$ cat config.mk
export PLATFORM = sky130hd
export DESIGN_NAME = vid_timing_extract
export DESIGN_NICKNAME = d
export VERILOG_FILES = /design/src/rtl/vte_pkg.sv /design/src/rtl/vte_stage.sv /design/src/rtl/vte_trs_detect.sv /design/src/rtl/vte_flag_engine.sv /design/src/rtl/vid_timing_extract.sv
export SDC_FILE = /design/constraint.sdc
export NUM_CORES = 1
export LEC_CHECK = 0
export BUFFER_PORTS_ARGS = -buffer_cell sky130_fd_sc_hd__buf_2
export CORE_UTILIZATION = 58
export DETAILED_ROUTE_END_ITERATION = 7
export GPL_TIMING_DRIVEN = 0
export PLACE_DENSITY = 0.82
export SYNTH_ARGS = -nofsm -noshare
export SYNTH_HDL_FRONTEND = slang
export SYNTH_HIERARCHICAL = 1
export SYNTH_SLANG_ARGS = --single-unit
$ cat constraint.sdc
create_clock -name clk -period 4.2 [get_ports clk]
set_input_delay 0.21 -clock clk [delete_from_list [all_inputs] [get_ports clk]]
set_output_delay 0.21 -clock clk [all_outputs]
set_load 0.01 [all_outputs]
$ cat src/rtl/vte_pkg.sv
package vte_pkg;
    // Words in one timing reference sequence; also the data path latency.
    localparam int TRS_LEN = 4;
    localparam int POS_W   = $clog2(TRS_LEN + 1);

    typedef struct packed {
        logic f;
        logic v;
        logic h;
    } hvf_t;

    typedef struct packed {
        logic [POS_W-1:0] pos;   // 0 idle, 1..TRS_LEN = word of sequence now on dout
        hvf_t             code;  // flags captured from the latest code word
        hvf_t             flg;   // flags on the outputs
        logic             hcfg;  // H framing: 0 whole interval, 1 code bit
        logic             trs;   // first sequence word on dout
    } eng_state_t;
endpackage

$ cat src/rtl/vte_stage.sv
module vte_stage #(
    parameter int W = 10
) (
    input  logic         clk,
    input  logic         rst,
    input  logic [W-1:0] d,
    output logic [W-1:0] q
);
    logic [W-1:0] q_d, q_q;

    always_comb begin
        q_d = d;
    end

    always_ff @(posedge clk) begin
        if (rst) q_q <= '0;
        else     q_q <= q_d;
    end

    assign q = q_q;
endmodule

$ cat src/rtl/vte_trs_detect.sv
module vte_trs_detect #(
    parameter int DW   = 10,
    parameter int NMID = 2
) (
    input  logic [DW-1:0]            lead,
    input  logic [NMID-1:0][DW-1:0]  mids,
    input  logic                     mark,
    output logic                     hit
);
    always_comb begin
        hit = (lead == {DW{1'b1}}) && mark;
        for (int i = 0; i < NMID; i++) begin
            if (mids[i] != '0) hit = 1'b0;
        end
    end
endmodule

$ cat src/rtl/vte_flag_engine.sv
module vte_flag_engine
    import vte_pkg::*;
(
    input  logic clk,
    input  logic rst,
    input  logic detect,
    input  logic cfg_we,
    input  logic cfg_val,
    input  logic hit,
    input  hvf_t code_in,
    input  hvf_t ext_in,
    output hvf_t flg,
    output logic trs,
    output logic hcfg
);
    localparam logic [POS_W-1:0] POS_FIRST = POS_W'(1);
    localparam logic [POS_W-1:0] POS_CODE  = POS_W'(TRS_LEN);
    localparam logic [POS_W-1:0] POS_PRE   = POS_W'(TRS_LEN - 1);

    eng_state_t s_d, s_q;
    logic code_due;
    logic sav_done;

    always_comb begin
        s_d      = s_q;
        code_due = !hit && (s_q.pos == POS_PRE);
        sav_done = !hit && (s_q.pos == POS_CODE) && !s_q.code.h;

        s_d.hcfg = cfg_we ? cfg_val : s_q.hcfg;
        s_d.trs  = hit;

        if (hit) begin
            s_d.pos  = POS_FIRST;
            s_d.code = code_in;
        end else if (s_q.pos != '0 && s_q.pos != POS_CODE) begin
            s_d.pos = s_q.pos + POS_W'(1);
        end else begin
            s_d.pos = '0;
        end

        if (!detect) begin
            s_d.flg = ext_in;
        end else begin
            if (!s_q.hcfg) begin
                if (hit)           s_d.flg.h = 1'b1;
                else if (sav_done) s_d.flg.h = 1'b0;
            end else if (code_due) begin
                s_d.flg.h = s_q.code.h;
            end
            if (code_due) begin
                s_d.flg.v = s_q.code.v;
                s_d.flg.f = s_q.code.f;
            end
        end
    end

    always_ff @(posedge clk) begin
        if (rst) s_q <= '0;
        else     s_q <= s_d;
    end

    assign flg  = s_q.flg;
    assign trs  = s_q.trs;
    assign hcfg = s_q.hcfg;
endmodule

$ cat src/rtl/vid_timing_extract.sv
module vid_timing_extract
    import vte_pkg::*;
#(
    parameter int DW = 10
) (
    input  logic          clk,
    input  logic          rst,
    input  logic          detect_trs,
    input  logic          cfg_we,
    input  logic          cfg_hmode,
    input  logic [DW-1:0] din,
    input  logic          ext_h,
    input  logic          ext_v,
    input  logic          ext_f,
    output logic [DW-1:0] dout,
    output logic          h_out,
    output logic          v_out,
    output logic          f_out,
    output logic          trs_found
);
    localparam int NW    = TRS_LEN;
    localparam int NMID  = NW - 2;
    localparam int F_BIT = DW - 2;
    localparam int H_BIT = DW - 4;

    logic [NW:0][DW-1:0] dl;    // dl[0] = din, dl[k] = din after k edges
    logic [NW-1:0][2:0]  el;    // external flags, one stage short of dl
    logic                hit_w;
    hvf_t                code_w;
    hvf_t                flg_w;
    logic                trs_w;
    logic                hcfg_w;

    assign dl[0] = din;
    assign el[0] = {ext_f, ext_v, ext_h};

    for (genvar g = 0; g < NW; g++) begin : g_data
        vte_stage #(.W(DW)) u_stage (
            .clk (clk),
            .rst (rst),
            .d   (dl[g]),
            .q   (dl[g+1])
        );
    end

    for (genvar g = 0; g < NW - 1; g++) begin : g_ext
        vte_stage #(.W(3)) u_stage (
            .clk (clk),
            .rst (rst),
            .d   (el[g]),
            .q   (el[g+1])
        );
    end

    // The window examined is the one that will sit in the pipe after this edge.
    assign code_w = hvf_t'(dl[0][F_BIT:H_BIT]);

    vte_trs_detect #(.DW(DW), .NMID(NMID)) u_det (
        .lead (dl[NW-1]),
        .mids (dl[NW-2:1]),
        .mark (dl[0][DW-1]),
        .hit  (hit_w)
    );

    vte_flag_engine u_eng (
        .clk     (clk),
        .rst     (rst),
        .detect  (detect_trs),
        .cfg_we  (cfg_we),
        .cfg_val (cfg_hmode),
        .hit     (hit_w),
        .code_in (code_w),
        .ext_in  (hvf_t'(el[NW-1])),
        .flg     (flg_w),
        .trs     (trs_w),
        .hcfg    (hcfg_w)
    );

    assign dout      = dl[NW];
    assign h_out     = flg_w.h;
    assign v_out     = flg_w.v;
    assign f_out     = flg_w.f;
    assign trs_found = trs_w;
endmodule

* Word-level counts from Yosys, hierarchy flattened
Cells that the tools add are included.
Cells by class: add/sub/neg operators 1, reductions and logical operators 12, bitwise gates (word level) 1, equality and inequality tests 7, multiplexer cells 10
Operator list (count):
- $reduce_bool A10 Y1 | 2
- $eq A10 B10 Y1 const B | 1
- $mux W1 | 8
- $ne A3 B3 Y1 const B | 2
- $logic_and A1 B1 Y1 | 5
- $ne A4 B1 Y1 const B | 1
- $add A3 B1 Y3 const B | 1
- $eq A3 B2 Y1 const B | 1
- $eq A3 B3 Y1 const B | 1
- $mux W3 | 1
- $reduce_bool A3 Y1 | 1
- $reduce_or A3 Y1 | 1
- $logic_not A1 Y1 | 2
- $mux W2 | 1
- $ne A2 B1 Y1 const B | 1
- $reduce_and A2 Y1 | 1
- $not A1 Y1 | 1
Word-level totals: logic and storage cells 48, bits in registers 60, input bits 18, output and inout port bits 14

* Longest topological paths before layout
Gate-level depths: netlist of the first run.
depth after elaboration 11, mapped depth 7, mapped depth without buffers 6

* Modules after synthesis
The synthesis of the first run kept the hierarchy.
By module, submodules not included:
- vte_stage at g_data[0].u_stage ... | sequential area each 200.2 um^2, area an instance 262.8 um^2, cells an instance 20, instances 4
- vte_flag_engine | sequential area each 220.2 um^2, area an instance 551.8 um^2, cells an instance 55, instances 1
- vte_stage at g_ext[0].u_stage ... | sequential area each 60.1 um^2, area an instance 78.8 um^2, cells an instance 6, instances 3
- vte_trs_detect | sequential area each 0.0 um^2, area an instance 91.3 um^2, cells an instance 11, instances 1

* Worst setup path after synthesis of the first run
Ideal clock, no wire load.
path kind register -> register, start register g_data[0].u_stage.q_q[1], end register u_eng.s_q (netlist bit u_eng/flg[0]), data required time 4.128 ns, path buffers 1, library setup time 0.072 ns, cell stages (with the launch flop) 8, setup slack 2.658 ns, arrival 1.470 ns, period minus slack after synthesis 1.542 ns, cells stage by stage dfxtp_1 -> nor4b_2 -> nand2_1 -> nor4_2 -> buf_6 -> mux2i_1 -> a211o_1 -> mux2i_1
On the way: word-level cells in the longest chain between the ends 8, elaborated cells between the ends (all ways) 13, those cells by class eq/ne (2); mux (5); reduce/logical (6)
Ends and longest elaborated chain:
- start, declared | line vte_stage.sv:9 | logic [W-1:0] q_d, q_q;
- start signal, assigned | line vte_stage.sv:17 | else q_q <= q_d;
- $reduce_bool A10 Y1 (*) | line vte_trs_detect.sv:13 | if (mids[i] != '0) hit = 1'b0;
- $mux W1 (*) (2 in series) | line vte_trs_detect.sv:13
- via hit_w | line vid_timing_extract.sv:28 | logic hit_w;
- $logic_not A1 Y1 | line vte_flag_engine.sv:26, vte_flag_engine.sv:27
- $logic_and A1 B1 Y1 (2 in series) | line vte_flag_engine.sv:27 | sav_done = !hit && (s_q.pos == POS_CODE) && !s_q.code.h;
- $ne A4 B1 Y1 (no line)
- $reduce_and A2 Y1 (no line)
- end signal, assigned | line vte_flag_engine.sv:58 | if (rst) s_q <= '0;
- end signal, assigned | line vte_flag_engine.sv:59 | else s_q <= s_d;
- end, declared | line vte_flag_engine.sv:20 | eng_state_t s_d, s_q;
The timed path passes the listed nets; every way through them passes the cells marked *. A chain may end at the register's enable or synchronous reset.

* Final worst setup path of the first run
start register g_data[1].u_stage.q_q[1], end register u_eng.s_q (netlist bit u_eng/flg[0])
On the way: word-level cells in the longest chain between the ends 7, elaborated cells between the ends (all ways) 12, those cells by class eq/ne (2); mux (4); reduce/logical (6)
Ends and longest elaborated chain (line):
- start, declared | vte_stage.sv:9
- start signal, assigned | vte_stage.sv:17
- $reduce_bool A10 Y1 (*) | vte_trs_detect.sv:13
- $mux W1 (*) | vte_trs_detect.sv:13
- via hit_w | vid_timing_extract.sv:28
- $logic_not A1 Y1 | vte_flag_engine.sv:26, vte_flag_engine.sv:27
- $logic_and A1 B1 Y1 (2 in series) | vte_flag_engine.sv:27
- $ne A4 B1 Y1 (no line)
- $reduce_and A2 Y1 (no line)
Marks and branches as above.

==> flow_summary.html, run 1 <==
<table>
<tr><th>Metric</th><th>Value</th></tr>
<tr><th colspan="2">Outcome</th></tr>
<tr><td>Result of the run</td><td>completed</td></tr>
<tr><th colspan="2">GRT</th></tr>
<tr><td>Number of antenna violations at the first check in global routing</td><td>0</td></tr>
<tr><td>First-pass GRT wire length</td><td>4570 microns</td></tr>
<tr><td>Maximum number of pins on one net before global-route repair</td><td>53</td></tr>
<tr><td>Vias in the first global route</td><td>1109</td></tr>
<tr><td>Total global routing overflow</td><td>0</td></tr>
<tr><td>Total global-route track usage</td><td>18.7%</td></tr>
<tr><th colspan="2">Placement</th></tr>
<tr><td>Pre-CTS worst setup slack</td><td>2420 ps</td></tr>
<tr><td>Post-detail-place hpwl</td><td>1760 microns</td></tr>
<tr><td>Number of buffers inserted by port buffering</td><td>30</td></tr>
<tr><td># placed instances</td><td>238</td></tr>
<tr><td>Placement Cell Area</td><td>2140 sq um</td></tr>
<tr><td>Routability congestion estimate</td><td>0.695</td></tr>
<tr><th colspan="2">Yosys</th></tr>
<tr><td>Fraction of post-synthesis cell area in the top cell type by area</td><td>62.2%</td></tr>
<tr><td>Mean cell area of the mapped netlist</td><td>11.8 sq um</td></tr>
<tr><td>Cell count after synthesis</td><td>164</td></tr>
<tr><td>Mapped Nets</td><td>187</td></tr>
<tr><td>Post-synthesis sequential area ratio</td><td>62.2%</td></tr>
<tr><td>Count of state elements after synthesis</td><td>60</td></tr>
<tr><td>Cell area after technology mapping</td><td>1930 sq um</td></tr>
<tr><td>Number of distinct standard cells referenced by the synthesized netlist</td><td>26</td></tr>
<tr><td>Cell type contributing the most total cell area after synthesis</td><td>sky130_fd_sc_hd__dfxtp_1</td></tr>
<tr><td>Leading cell types by total area after synthesis</td><td>sky130_fd_sc_hd__dfxtp_1 (62%), sky130_fd_sc_hd__nor2b_1 (16%), sky130_fd_sc_hd__mux2i_1 (4.1%)</td></tr>
<tr><td>Ys Warns</td><td>6</td></tr>
<tr><th colspan="2">Cells and area</th></tr>
<tr><td>Signed area change from the synthesized netlist to the final layout</td><td>15.2%</td></tr>
<tr><td>Nets</td><td>228</td></tr>
<tr><td>Post-route cell area</td><td>2220 sq um</td></tr>
<tr><td>Number of antenna repair diodes</td><td>0</td></tr>
<tr><td>Fraction of final layout cells with drive strength greater than 1</td><td>25.1%</td></tr>
<tr><td>Fillers</td><td>244</td></tr>
<tr><td>Core occupancy in the finished layout</td><td>71.7%</td></tr>
<tr><td>Top library cells by usage in the layout, fill and taps aside</td><td>sky130_fd_sc_hd__dfxtp_1 (60), sky130_fd_sc_hd__nor2b_1 (50), sky130_fd_sc_hd__buf_2 (31)</td></tr>
<tr><td>Most common library cell in the layout ignoring fill and taps</td><td>sky130_fd_sc_hd__dfxtp_1</td></tr>
<tr><td>Final std cells w/o fill</td><td>251</td></tr>
<tr><th colspan="2">Run</th></tr>
<tr><td>Max capacitance violation total</td><td>0</td></tr>
<tr><th colspan="2">Critical path</th></tr>
<tr><td>Launching element type of the critical path</td><td>flip-flop</td></tr>
<tr><td>R2r setup slk</td><td>2380 ps</td></tr>
<tr><td>Endpoint type of the worst setup path</td><td>flip-flop</td></tr>
<tr><td>Worst stage delay on the critical path</td><td>330 ps</td></tr>
<tr><td>CP Cell Sequence</td><td>nor4_1, nand4_1, nor4_2, buf_6, mux2i_1, a211o_1, mux2i_1</td></tr>
<tr><td>Critical Path AT</td><td>2120 ps</td></tr>
<tr><td>Worst path most repeated cell</td><td>sky130_fd_sc_hd__mux2i_1</td></tr>
<tr><td>Req. time, crit path</td><td>4500 ps</td></tr>
<tr><td>Critical Path Slowest Stage Cell</td><td>sky130_fd_sc_hd__nor4_1</td></tr>
<tr><td>CP Class</td><td>reg2reg</td></tr>
<tr><td>Top fanout value on the critical path</td><td>10</td></tr>
<tr><th colspan="2">Power and ir drop</th></tr>
<tr><td>Ratio of total power to cell area</td><td>412 nW/um^2</td></tr>
<tr><td>Power Total</td><td>0.916 mW</td></tr>
<tr><td>Maximum ir drop on the vdd rail</td><td>261 uV</td></tr>
<tr><td>Static leakage</td><td>0.933 nW</td></tr>
<tr><th colspan="2">Floorplanning</th></tr>
<tr><td>Number of placed I/O pins</td><td>32</td></tr>
<tr><td>Total number of placement rows</td><td>20</td></tr>
<tr><td>Floorplan core area</td><td>3100 sq um</td></tr>
<tr><td>Initial cell density of the core</td><td>62.2%</td></tr>
<tr><td>Die footprint</td><td>3560 sq um</td></tr>
<tr><td>Y dimension of the die</td><td>59.7 microns</td></tr>
<tr><td>Chip width</td><td>59.7 microns</td></tr>
<tr><th colspan="2">STA</th></tr>
<tr><td>Final sum of negative setup slack</td><td>0 ps</td></tr>
<tr><td>Unrepaired setup endpoints after global routing</td><td>no</td></tr>
<tr><td>Actual slew at the worst max-slew pin</td><td>826 ps</td></tr>
<tr><td>Fmax</td><td>550 MHz</td></tr>
<tr><td>Headroom to the max-slew limit</td><td>44.9%</td></tr>
<tr><td>Min Clock Period, post-route</td><td>1820 ps</td></tr>
<tr><td>Final hold slack</td><td>39.4 ps</td></tr>
<tr><td>Number of hold violations in the final report</td><td>0</td></tr>
<tr><td>Final worst clock skew</td><td>8.80 ps</td></tr>
<tr><td>Count of endpoints failing setup in the final report</td><td>0</td></tr>
<tr><td>Post-route clock period utilization</td><td>43.3%</td></tr>
<tr><td>Final slew viol count</td><td>0</td></tr>
<tr><td>Least setup slack across all paths after layout</td><td>2380 ps</td></tr>
<tr><th colspan="2">Routing</th></tr>
<tr><td>Routed wire length</td><td>2640 microns</td></tr>
<tr><td>Met2 wire length</td><td>1290 microns</td></tr>
<tr><td>Post-DR vias/cell</td><td>4.66</td></tr>
<tr><td>Drt first pass iters</td><td>6</td></tr>
<tr><td>Initial drt markers</td><td>25</td></tr>
<tr><td>Wire length the detailed router placed on met1</td><td>1160 microns</td></tr>
<tr><td>Routed length on met3</td><td>111 microns</td></tr>
<tr><td>Average detailed-routed wire length per instance</td><td>10.5 microns</td></tr>
<tr><td>Via count</td><td>1169</td></tr>
<tr><td>Top layer reached by signal wires</td><td>met4</td></tr>
<tr><td>Final routed DRC violation total</td><td>0</td></tr>
<tr><td>Post-route antenna net violation count</td><td>0</td></tr>
<tr><th colspan="2">CTS</th></tr>
<tr><td>CTS H-tree lvls</td><td>3</td></tr>
<tr><td># resized after CTS</td><td>0</td></tr>
<tr><td>Maximum clock insertion buffer count</td><td>2</td></tr>
<tr><td>Post-CTS setup-driven buffer insertion count</td><td>0</td></tr>
<tr><td>Number of hold-repair buffers added at the cts stage</td><td>0</td></tr>
<tr><td>Clock buffers created by TritonCTS</td><td>9</td></tr>
<tr><td>Sinks on the clock net</td><td>60</td></tr>
<tr><td>TritonCTS clock tree</td><td>yes</td></tr>
<tr><td>Clock tree root buffer cell</td><td>sky130_fd_sc_hd__clkbuf_4</td></tr>
<tr><td>Clock transition at the register clock pins on the worst setup and hold paths after CTS</td><td>90 ps</td></tr>
<tr><td>Clock latency on the worst-skew pair</td><td>370 ps</td></tr>
<tr><th colspan="2">Worst hold path</th></tr>
<tr><td>Worst Hold Class</td><td>in2reg</td></tr>
</table>
-- final cells by class --
type | count | area (sq um) | share of cell area, %
Sequential cell | 60 | 1200 | 54.0
Buffer | 6 | 42.5 | 1.91
Clock buffer | 9 | 67.6 | 3.04
Clock inverter | 4 | 20.0 | 0.900
Timing Repair Buffer | 30 | 150 | 6.75
Tap cell | 44 | 55.1 | 2.48
Multi-Input combinational cell | 95 | 676 | 30.4
Inverter | 3 | 11.3 | 0.506
-- worst paths after layout --
| kind | startpoint | endpoint | depth (start not counted) |
|---|---|---|---|
| setup / recovery | g_data[1].u_stage/q[1] | u_eng/flg[0] | 7 |
| hold / removal | din[4] | g_data[0].u_stage/q[4] | 2 |
| setup reg to reg | g_data[1].u_stage/q[1] | u_eng/flg[0] | 7 |
| hold reg to reg | g_ext[1].u_stage/q[0] | g_ext[2].u_stage/q[0] | 1 |
-- flip-flops by register name, indices dropped and copies added (netlist names) --
name,cells
g_data.u_stage/q,40
g_ext.u_stage/q,9
u_eng/flg,3
u_eng/hcfg,1
u_eng/s_q,6
u_eng/trs,1
-- cell families after synthesis --
| logic type | count (synthesis) | share of synthesized area, % |
|---|---|---|
| and+or+nand+nor | 76 | 25.4 |
| DFF | 60 | 62.2 |
| buffers and inverters | 9 | 2.79 |
| muxes | 8 | 4.15 |
| AOI/OAI and AO/OA | 6 | 2.20 |
| adders and majority gates | 5 | 3.24 |
-- per-layer routing --
layer | vias to the layer above | GRT usage, %
met2 | 29 | 29.4
met3 | 9 | 6.71
li1 | 616 | -
met5 | - | 0
met4 | 0 | 15.9
met1 | 515 | 19.8
-- synthesized netlist by cell type, drive strengths merged --
library cell and n:
nor2b 50, nand3 2, nand3b 1, nor3 1, mux2i 8, nand2b 2, buf 5, clkbuf 1
nand4 3, nor4b 4, a32oi 1, a21oi 2, nor2 7, a21o 2, inv 3, a211o 1
nand2 1, ha 5, nor4 4, nor3b 1, dfxtp 60
-- critical path, delay by kind of cell, from the launching register on --
| family | cells | cell delay [ps] |
|---|---|---|
| AO/OA/AOI/OAI | 1 | 310 |
| multiplexers | 2 | 240 |
| buffers and inverters | 1 | 190 |
| flip-flops | 1 | 310 |
| AND/OR/NAND/NOR | 3 | 710 |
-- report_power, final --
part	switching (mW)	internal, mW
registers	0.00741	0.586
logic	0.0198	0.0220
clock network	0.173	0.108
(Power assumes the default switching activity.)
==> run 2, diff against run 1 <==
--- a/config.mk
+++ b/config.mk
@@ -6,10 +6,10 @@
 export NUM_CORES = 1
 export LEC_CHECK = 0
 export BUFFER_PORTS_ARGS = -buffer_cell sky130_fd_sc_hd__buf_2
-export CORE_UTILIZATION = 58
+export CORE_UTILIZATION = 48
 export DETAILED_ROUTE_END_ITERATION = 7
 export GPL_TIMING_DRIVEN = 0
-export PLACE_DENSITY = 0.82
+export PLACE_DENSITY = 0.72
 export SYNTH_ARGS = -nofsm -noshare
 export SYNTH_HDL_FRONTEND = slang
 export SYNTH_HIERARCHICAL = 1
==> constraint.sdc (replaced) <==
create_clock -name clk -period 1.6 [get_ports clk]
set_input_delay 0.08 -clock clk [delete_from_list [all_inputs] [get_ports clk]]
set_output_delay 0.08 -clock clk [all_outputs]
set_load 0.01 [all_outputs]
==> flow_summary.html, run 2 (same netlist as run 1, synthesis figures left out) <==
<table>
<tr><th>Metric</th><th>Value</th></tr>
<tr><th colspan="2">STA</th></tr>
<tr><td>Post-route clock period utilization</td><td>103% (+60 points)</td></tr>
<tr><td>Fmax</td><td>604 MHz (+9.9%)</td></tr>
<tr><td>Final sum of negative setup slack</td><td>-161 ps (-161 ps)</td></tr>
<tr><td>Final slew viol count</td><td>0 (unchanged)</td></tr>
<tr><td>Actual slew at the worst max-slew pin</td><td>845 ps (+18.9 ps)</td></tr>
<tr><td>Final worst clock skew</td><td>4.66 ps (-4.13 ps)</td></tr>
<tr><td>Count of endpoints failing setup in the final report</td><td>4 (+4)</td></tr>
<tr><td>Unrepaired setup endpoints after global routing</td><td>yes</td></tr>
<tr><td>Min Clock Period, post-route</td><td>1650 ps (-163 ps)</td></tr>
<tr><td>Headroom to the max-slew limit</td><td>43.6% (-1.3 points)</td></tr>
<tr><td>Number of hold violations in the final report</td><td>0 (unchanged)</td></tr>
<tr><td>Final hold slack</td><td>18.0 ps (-21.4 ps)</td></tr>
<tr><td>Least setup slack across all paths after layout</td><td>-54.3 ps (-2440 ps)</td></tr>
<tr><th colspan="2">Critical path</th></tr>
<tr><td>Launching element type of the critical path</td><td>flip-flop</td></tr>
<tr><td>Critical Path Slowest Stage Cell</td><td>sky130_fd_sc_hd__dfxtp_2</td></tr>
<tr><td>Endpoint type of the worst setup path</td><td>flip-flop</td></tr>
<tr><td>Critical Path AT</td><td>1910 ps (-210 ps)</td></tr>
<tr><td>Worst stage delay on the critical path</td><td>330 ps (about the same)</td></tr>
<tr><td>CP Class</td><td>reg2reg</td></tr>
<tr><td>Top fanout value on the critical path</td><td>5 (-5)</td></tr>
<tr><td>CP Cell Sequence</td><td>nor4b_4, nand2_1, nor4_2, buf_6, mux2i_1, a211o_1, mux2i_1</td></tr>
<tr><td>Worst path most repeated cell</td><td>sky130_fd_sc_hd__mux2i_1</td></tr>
<tr><td>Req. time, crit path</td><td>1850 ps (-2650 ps)</td></tr>
<tr><th colspan="2">CTS</th></tr>
<tr><td>Maximum clock insertion buffer count</td><td>2 (unchanged)</td></tr>
<tr><td>Clock buffers created by TritonCTS</td><td>9 (unchanged)</td></tr>
<tr><td>Clock tree root buffer cell</td><td>sky130_fd_sc_hd__clkbuf_8</td></tr>
<tr><td>CTS H-tree lvls</td><td>3 (unchanged)</td></tr>
<tr><td>Sinks on the clock net</td><td>60 (unchanged)</td></tr>
<tr><td>Clock latency on the worst-skew pair</td><td>320 ps (-50 ps)</td></tr>
<tr><td>TritonCTS clock tree</td><td>yes</td></tr>
<tr><td>Clock transition at the register clock pins on the worst setup and hold paths after CTS</td><td>60 ps (-30 ps)</td></tr>
<tr><th colspan="2">Routing</th></tr>
<tr><td>Final routed DRC violation total</td><td>0 (unchanged)</td></tr>
<tr><td>Average detailed-routed wire length per instance</td><td>11.1 microns (+6.1%)</td></tr>
<tr><td>Routed wire length</td><td>3040 microns (+15%)</td></tr>
<tr><td>Via count</td><td>1238 (+5.9%)</td></tr>
<tr><td>Drt first pass iters</td><td>4 (-2)</td></tr>
<tr><td>Post-route antenna net violation count</td><td>0 (unchanged)</td></tr>
<tr><td>Initial drt markers</td><td>43 (+72%)</td></tr>
<tr><td>Post-DR vias/cell</td><td>4.53 (-2.6%)</td></tr>
<tr><th colspan="2">Cells and area</th></tr>
<tr><td>Most common library cell in the layout ignoring fill and taps</td><td>sky130_fd_sc_hd__dfxtp_1</td></tr>
<tr><td>Storage cell area</td><td>1210 sq um (+0.42%)</td></tr>
<tr><td>Multi-input combinational cell area</td><td>719 sq um (+6.5%)</td></tr>
<tr><td>Number of antenna repair diodes</td><td>0 (unchanged)</td></tr>
<tr><td>Fraction of final layout cells with drive strength greater than 1</td><td>28.0% (+2.9 points)</td></tr>
<tr><td>Fillers</td><td>291 (+19%)</td></tr>
<tr><td>Flip-flop count of the largest register, all copies and words added</td><td>40 (unchanged)</td></tr>
<tr><td>Nets</td><td>243 (+6.6%)</td></tr>
<tr><td>Signed area change from the synthesized netlist to the final layout</td><td>32.2%</td></tr>
<tr><td>Top library cells by usage in the layout, fill and taps aside</td><td>sky130_fd_sc_hd__dfxtp_1 (56), sky130_fd_sc_hd__nor2b_1 (50), sky130_fd_sc_hd__buf_2 (31)</td></tr>
<tr><td>Core occupancy in the finished layout</td><td>67.7% (-4.0 points)</td></tr>
<tr><th colspan="2">Placement</th></tr>
<tr><td>Post-detail-place hpwl</td><td>1870 microns (+6.0%)</td></tr>
<tr><td>Routability congestion estimate</td><td>0.786 (+13%)</td></tr>
<tr><td>Number of buffers inserted by port buffering</td><td>30 (unchanged)</td></tr>
<tr><th colspan="2">Power and ir drop</th></tr>
<tr><td>Maximum ir drop on the vdd rail</td><td>772 uV (+200%)</td></tr>
<tr><td>Share of total power in combinational logic</td><td>4.4% (-0.2 points)</td></tr>
<tr><td>Share of total power in sequential cells</td><td>49.5% (-15 points)</td></tr>
<tr><td>Static leakage</td><td>1.06 nW (+14%)</td></tr>
<tr><td>Power Total</td><td>3.16 mW (+250%)</td></tr>
<tr><td>Internal power contribution</td><td>2.54 mW (+260%)</td></tr>
<tr><td>Net Switching</td><td>0.621 mW (+210%)</td></tr>
<tr><td>Sw frac</td><td>19.6% (-2.2 points)</td></tr>
<tr><td>Clk pwr share</td><td>46.0% (+15 points)</td></tr>
<tr><td>Ratio of total power to cell area</td><td>1240 nW/um^2 (+200%)</td></tr>
<tr><th colspan="2">GRT</th></tr>
<tr><td>Total global routing overflow</td><td>0 (unchanged)</td></tr>
<tr><td>Vias in the first global route</td><td>1250 (+13%)</td></tr>
<tr><td>First-pass GRT wire length</td><td>5140 microns (+12%)</td></tr>
<tr><td>Maximum number of pins on one net before global-route repair</td><td>53 (unchanged)</td></tr>
<tr><td>Total global-route track usage</td><td>16.6% (-2.1 points)</td></tr>
<tr><td>Number of antenna violations at the first check in global routing</td><td>0 (unchanged)</td></tr>
<tr><th colspan="2">Worst hold path</th></tr>
<tr><td>Worst Hold Class</td><td>in2reg</td></tr>
<tr><th colspan="2">Run</th></tr>
<tr><td>Max capacitance violation total</td><td>0 (unchanged)</td></tr>
<tr><th colspan="2">Floorplanning</th></tr>
<tr><td>Number of placed I/O pins</td><td>32 (unchanged)</td></tr>
<tr><td>Floorplan core area</td><td>3770 sq um (+22%)</td></tr>
<tr><td>Die footprint</td><td>4280 sq um (+20%)</td></tr>
<tr><td>Total number of placement rows</td><td>22 (+10%)</td></tr>
<tr><td>Chip width</td><td>65.4 microns (+9.6%)</td></tr>
<tr><td>Initial cell density of the core</td><td>51.2% (-11 points)</td></tr>
<tr><td>Y dimension of the die</td><td>65.4 microns (+9.6%)</td></tr>
<tr><th colspan="2">Outcome</th></tr>
<tr><td>Violations in the final reports</td><td>setup timing</td></tr>
<tr><td>Result of the run</td><td>finished with violations</td></tr>
</table>
[run 2: worst paths after layout]
path / startpoint / slack (ps) / end / cells past startpoint
max: g_data[0].u_stage/q[5] / -50 / u_eng/flg[0] / 7
min: din[6] / 20 / g_data[0].u_stage/q[6] / 2
max reg2reg: g_data[0].u_stage/q[5] / -50 / u_eng/flg[0] / 7
min reg2reg: g_ext[1].u_stage/q[1] / 440 / g_ext[2].u_stage/q[1] / 1
[run 2: area by class of cell]
type,count,share of cell area [%]
inverter,3,0.441
timing repair buffer,45,11.6
clock buffer,12,5.69
multi-input combinational,95,28.2
tap,48,2.35
sequential,60,47.3
buffer,6,1.67
clock inverter,4,2.84
[run 2: power by group through the flow]
stage	clock (mW)	combinational [mW]	sequential, mW
5_1_grt	1.57	0.155	1.57
3_3_place_gp	0	0.107	1.59
3_5_place_dp	0	0.111	1.59
6_report	1.46	0.141	1.57
4_1_cts	1.49	0.138	1.56
2_1_floorplan	0	0.0581	1.59
[run 2: per-stage QoR]
step	setup WS, ps	cells	instance area (sq um)
finish	-54.3	273	2550
global placement	-112	242	2140
floorplan	58.3	164	1930
detailed placement	-127	242	2140
CTS	-105	273	2520
global route	-152	273	2550
[run 2: critical path, delay by kind of cell (launching register included)]
kind / cells / cell delay (ps)
mux: 2 / 180
buf+inv: 1 / 160
compound gates: 1 / 250
simple gates: 3 / 660
flops: 1 / 330
[run 2: repair_timing]
| action | CTS | global route |
|---|---|---|
| endpoints found under the setup margin | 3 | 7 |
| resized for setup | 4 | 6 |
| hold endpoints to repair | 13 | 0 |
| hold buffers | 13 | 0 |
| buffers inserted | 2 | 0 |
| pin swaps | 9 | 5 |
[run 2: metal layers]
| metal | part of all wire, % | global-route usage (%) | up-vias | wire, microns |
|---|---|---|---|---|
| met5 | 0 | 0 | - | 0 |
| met4 | 1.6 | 10.1 | 0 | 50 |
| met3 | 4.3 | 6.94 | 7 | 132 |
| met2 | 49 | 28.2 | 28 | 1500 |
| met1 | 45 | 16.7 | 554 | 1360 |
| li1 | - | - | 649 | - |
==> run 3, diff against run 2 <==
--- a/config.mk
+++ b/config.mk
@@ -5,11 +5,13 @@
 export SDC_FILE = /design/constraint.sdc
 export NUM_CORES = 1
 export LEC_CHECK = 0
+export ABC_AREA = 1
 export BUFFER_PORTS_ARGS = -buffer_cell sky130_fd_sc_hd__buf_2
-export CORE_UTILIZATION = 48
+export CORE_UTILIZATION = 49
 export DETAILED_ROUTE_END_ITERATION = 7
 export GPL_TIMING_DRIVEN = 0
-export PLACE_DENSITY = 0.72
+export PLACE_DENSITY = 0.73
+export SLEW_MARGIN = 20
 export SYNTH_ARGS = -nofsm -noshare
 export SYNTH_HDL_FRONTEND = slang
 export SYNTH_HIERARCHICAL = 1
==> flow_summary.html, run 3 <==
<table>
<tr><th>Metric</th><th>Value</th></tr>
<tr><th colspan="2">Outcome</th></tr>
<tr><td>Result of the run</td><td>completed</td></tr>
<tr><th colspan="2">CTS</th></tr>
<tr><td>CTS H-tree lvls</td><td>3 (unchanged)</td></tr>
<tr><td>Clock transition at the register clock pins on the worst setup and hold paths after CTS</td><td>60 ps (about the same)</td></tr>
<tr><td>Clock tree root buffer cell</td><td>sky130_fd_sc_hd__clkbuf_8</td></tr>
<tr><td>Sinks on the clock net</td><td>60 (unchanged)</td></tr>
<tr><td>Clock buffers created by TritonCTS</td><td>9 (unchanged)</td></tr>
<tr><td>Clock latency on the worst-skew pair</td><td>330 ps (about the same)</td></tr>
<tr><td>Maximum clock insertion buffer count</td><td>2 (unchanged)</td></tr>
<tr><td>TritonCTS clock tree</td><td>yes</td></tr>
<tr><th colspan="2">Yosys</th></tr>
<tr><td>Most instantiated flip-flop cell in the synthesis netlist</td><td>sky130_fd_sc_hd__dfxtp_1</td></tr>
<tr><td>Cell count after synthesis</td><td>252 (+54%)</td></tr>
<tr><td>Count of state elements after synthesis</td><td>60 (unchanged)</td></tr>
<tr><td>Mapped Nets</td><td>275 (+47%)</td></tr>
<tr><td>Cell type contributing the most total cell area after synthesis</td><td>sky130_fd_sc_hd__dfxtp_1</td></tr>
<tr><td>Top cell types by occurrence after synthesis</td><td>sky130_fd_sc_hd__nor2_1 (71), sky130_fd_sc_hd__inv_1 (66), sky130_fd_sc_hd__dfxtp_1 (60)</td></tr>
<tr><td>Post-synthesis sequential area ratio</td><td>58.6% (-3.6 points)</td></tr>
<tr><td>Cell area after technology mapping</td><td>2050 sq um (+6.2%)</td></tr>
<tr><td>Async set or reset register ratio after synthesis</td><td>0% (unchanged)</td></tr>
<tr><td>Number of flops mapped to enable cells by yosys</td><td>0 (unchanged)</td></tr>
<tr><td>Fraction of post-synthesis cell area in the top cell type by area</td><td>58.6% (-3.6 points)</td></tr>
<tr><td>Ys Warns</td><td>6 (unchanged)</td></tr>
<tr><td>Mean cell area of the mapped netlist</td><td>8.13 sq um (-31%)</td></tr>
<tr><td>Most repeated cell in the gate-level netlist after synthesis</td><td>sky130_fd_sc_hd__nor2_1</td></tr>
<tr><td>Number of distinct standard cells referenced by the synthesized netlist</td><td>14 (-46%)</td></tr>
<tr><td>Leading cell types by total area after synthesis</td><td>sky130_fd_sc_hd__dfxtp_1 (59%), sky130_fd_sc_hd__nor2_1 (13%), sky130_fd_sc_hd__inv_1 (12%)</td></tr>
<tr><th colspan="2">Routing</th></tr>
<tr><td>Routed wire length</td><td>3200 microns (+5.3%)</td></tr>
<tr><td>Post-DR vias/cell</td><td>4.11 (-9.4%)</td></tr>
<tr><td>Via count</td><td>1496 (+21%)</td></tr>
<tr><td>Initial drt markers</td><td>38 (-12%)</td></tr>
<tr><td>Post-route antenna net violation count</td><td>0 (unchanged)</td></tr>
<tr><td>Final routed DRC violation total</td><td>0 (unchanged)</td></tr>
<tr><td>Average detailed-routed wire length per instance</td><td>8.80 microns (-21%)</td></tr>
<tr><td>Drt first pass iters</td><td>4 (unchanged)</td></tr>
<tr><th colspan="2">STA</th></tr>
<tr><td>Min Clock Period, post-route</td><td>1480 ps (-177 ps)</td></tr>
<tr><td>Final slew viol count</td><td>0 (unchanged)</td></tr>
<tr><td>Count of endpoints failing setup in the final report</td><td>0 (-4)</td></tr>
<tr><td>Post-route clock period utilization</td><td>92.3% (-11 points)</td></tr>
<tr><td>Headroom to the max-slew limit</td><td>75.5% (+32 points)</td></tr>
<tr><td>Least setup slack across all paths after layout</td><td>123 ps (+177 ps)</td></tr>
<tr><td>Actual slew at the worst max-slew pin</td><td>367 ps (-478 ps)</td></tr>
<tr><td>Fmax</td><td>677 MHz (+12%)</td></tr>
<tr><td>Unrepaired setup endpoints after global routing</td><td>no</td></tr>
<tr><td>Final sum of negative setup slack</td><td>0 ps (+161 ps)</td></tr>
<tr><td>Final hold slack</td><td>79.3 ps (+61.3 ps)</td></tr>
<tr><td>Final worst clock skew</td><td>4.43 ps (-0.233 ps)</td></tr>
<tr><td>Number of hold violations in the final report</td><td>0 (unchanged)</td></tr>
<tr><th colspan="2">Power and ir drop</th></tr>
<tr><td>Ratio of total power to cell area</td><td>1140 nW/um^2 (-8.0%)</td></tr>
<tr><td>Clk pwr share</td><td>41.6% (-4.4 points)</td></tr>
<tr><td>Net Switching</td><td>0.633 mW (+2.0%)</td></tr>
<tr><td>Share of total power in sequential cells</td><td>52.3% (+2.8 points)</td></tr>
<tr><td>Maximum ir drop on the vdd rail</td><td>818 uV (+5.8%)</td></tr>
<tr><td>Share of total power in combinational logic</td><td>6.1% (+1.7 points)</td></tr>
<tr><td>Internal power contribution</td><td>2.36 mW (-7.2%)</td></tr>
<tr><td>Sw frac</td><td>21.2% (+1.5 points)</td></tr>
<tr><td>Static leakage</td><td>1.29 nW (+22%)</td></tr>
<tr><th colspan="2">GRT</th></tr>
<tr><td>First-pass GRT wire length</td><td>5320 microns (+3.5%)</td></tr>
<tr><td>Total global routing overflow</td><td>0 (unchanged)</td></tr>
<tr><td>Vias in the first global route</td><td>1309 (+4.7%)</td></tr>
<tr><td>Total global-route track usage</td><td>17.4% (+0.81 points)</td></tr>
<tr><td>Maximum number of pins on one net before global-route repair</td><td>18 (-66%)</td></tr>
<tr><td>Number of antenna violations at the first check in global routing</td><td>0 (unchanged)</td></tr>
<tr><th colspan="2">Critical path</th></tr>
<tr><td>CP Class</td><td>in2reg</td></tr>
<tr><td>Endpoint type of the worst setup path</td><td>flip-flop</td></tr>
<tr><td>Req. time, crit path</td><td>1810 ps (-40 ps)</td></tr>
<tr><td>Worst stage delay on the critical path</td><td>510 ps (+180 ps)</td></tr>
<tr><td>Launching element type of the critical path</td><td>input pin</td></tr>
<tr><td>Worst path most repeated cell</td><td>sky130_fd_sc_hd__nand2_1</td></tr>
<tr><td>Critical Path Slowest Stage Cell</td><td>sky130_fd_sc_hd__dlygate4sd3_1</td></tr>
<tr><td>Top fanout value on the critical path</td><td>4 (-1)</td></tr>
<tr><td>CP Cell Sequence</td><td>dlygate4sd3_1, buf_2, inv_1, nor2_1, nand2_1, nor2_1, nand2_1, nor2_4, inv_1, nand2_1, nand2_2, o21ai_0, a31oi_1</td></tr>
<tr><td>Cell family contributing the most delay on the critical path</td><td>buffers and inverters</td></tr>
<tr><td>Critical Path AT</td><td>1690 ps (-220 ps)</td></tr>
<tr><td>Number of buffer and inverter instances along the worst setup path</td><td>4 (+3)</td></tr>
<tr><th colspan="2">Placement</th></tr>
<tr><td>Routability congestion estimate</td><td>0.710 (-9.6%)</td></tr>
<tr><td>Pre-CTS worst setup slack</td><td>4.46 ps (+132 ps)</td></tr>
<tr><td>Post-detail-place hpwl</td><td>2030 microns (+8.7%)</td></tr>
<tr><td>Number of buffers inserted by port buffering</td><td>30 (unchanged)</td></tr>
<tr><th colspan="2">Floorplanning</th></tr>
<tr><td>Total number of placement rows</td><td>23 (+4.5%)</td></tr>
<tr><td>Die footprint</td><td>4440 sq um (+3.9%)</td></tr>
<tr><td>Initial cell density of the core</td><td>51.2% (about the same)</td></tr>
<tr><td>Floorplan core area</td><td>4000 sq um (+6.1%)</td></tr>
<tr><td>Chip width</td><td>66.7 microns (+1.9%)</td></tr>
<tr><td>Y dimension of the die</td><td>66.7 microns (+1.9%)</td></tr>
<tr><td>Number of placed I/O pins</td><td>32 (unchanged)</td></tr>
<tr><th colspan="2">Cells and area</th></tr>
<tr><td>Nets</td><td>333 (+37%)</td></tr>
<tr><td>Top library cells by usage in the layout, fill and taps aside</td><td>sky130_fd_sc_hd__nor2_1 (70), sky130_fd_sc_hd__inv_1 (66), sky130_fd_sc_hd__dfxtp_1 (60)</td></tr>
<tr><td>Flip-flop count of the largest register, all copies and words added</td><td>40 (unchanged)</td></tr>
<tr><td>Number of antenna repair diodes</td><td>0 (unchanged)</td></tr>
<tr><td>Most common library cell in the layout ignoring fill and taps</td><td>sky130_fd_sc_hd__nor2_1</td></tr>
<tr><td>Signed area change from the synthesized netlist to the final layout</td><td>28.1%</td></tr>
<tr><td>Fillers</td><td>344 (+18%)</td></tr>
<tr><td>Fraction of final layout cells with drive strength greater than 1</td><td>18.8% (-9.2 points)</td></tr>
<tr><th colspan="2">Run</th></tr>
<tr><td>Max capacitance violation total</td><td>0 (unchanged)</td></tr>
<tr><th colspan="2">Worst hold path</th></tr>
<tr><td>Worst Hold Class</td><td>in2reg</td></tr>
</table>
[run 3: cell count changes after synthesis, sizes merged, moves of 4 or more]
cell,previous run,this run
inv,3,66
nand2,1,23
nor2b,50,0
nor4,4,0
nand3,2,7
o21ai,0,4
mux2i,8,0
nor2,7,72
nor4b,4,0
[run 3: cell families (layout without fill, tap and decap cells)]
kind of cell	after synthesis	count (layout)	share of synthesized area, %
adder cells (fa/ha/maj)	5	5	3.05
AO/OA/AOI/OAI	10	10	3.05
AND/OR/NAND/NOR	103	103	19.5
buffers and inverters	74	136	15.8
flip-flops	60	60	58.6
[run 3: what timing repair did]
action,4_1_cts,5_1_grt
hold buffers,15,0
endpoints found under the hold margin,17,0
pin swaps,0,1
endpoints found under the setup margin,2,4
buffers inserted,0,2
gates resized for setup,1,3
cloned,0,0
[run 3: power groups by stage]
| stage | Clock [mW] | Combinational (mW) | Sequential, mW |
|---|---|---|---|
| floorplan | 0 | 0.0994 | 1.60 |
| global placement | 0 | 0.149 | 1.60 |
| detailed placement | 0 | 0.152 | 1.60 |
| CTS | 1.28 | 0.181 | 1.57 |
| global route | 1.36 | 0.209 | 1.57 |
| finish | 1.24 | 0.183 | 1.57 |
[run 3: worst register-to-register path: cells and delay by family, from the launching register on]
kind / cells / cell delay, ps
AOI/OAI and AO/OA: 2 / 220
buffers and inverters: 1 / 70
DFF: 1 / 310
and+or+nand+nor: 7 / 760
[run 3: through the flow]
stage | power [mW] | utilization (%) | cells | area (sq um)
finish | 2.99 | 65.6 | 364 | 2630
global route | 3.14 | 65.6 | 364 | 2630
CTS | 3.03 | 65.1 | 362 | 2600
detailed placement | 1.75 | 56.6 | 332 | 2260
global placement | 1.75 | 56.6 | 332 | 2260
floorplan | 1.70 | - | 252 | 2050
[run 3: area by class of cell]
class                      instances  area [sq um]  area share (%)
inverter                          66           248            9.44
clock inverter                     1          5.00           0.191
tap                               50          62.6            2.38
buffer                             8          75.1            2.86
multi-input combinational        118           536            20.4
sequential                        60          1200            45.8
timing repair buffer              47           315            12.0
clock buffer                      14           183            6.96
[run 3: final timing paths]
check,start,depth (start not counted),to,slack (ps)
max,din[9],13,u_eng/flg[2],120
min,detect_trs,3,u_eng/flg[1],80
max reg2reg,g_data[0].u_stage/q[4],10,u_eng/flg[2],140
min reg2reg,g_ext[0].u_stage/q[1],2,g_ext[1].u_stage/q[1],400
[run 3: metal layers]
| metal | GRT usage, % | part of all wire (%) | wire length (microns) |
|---|---|---|---|
| met5 | 0 | 0 | 0 |
| met3 | 6.68 | 4.5 | 143 |
| met4 | 13.6 | 2.1 | 66 |
| met2 | 28.5 | 48 | 1530 |
| met1 | 17.5 | 46 | 1470 |
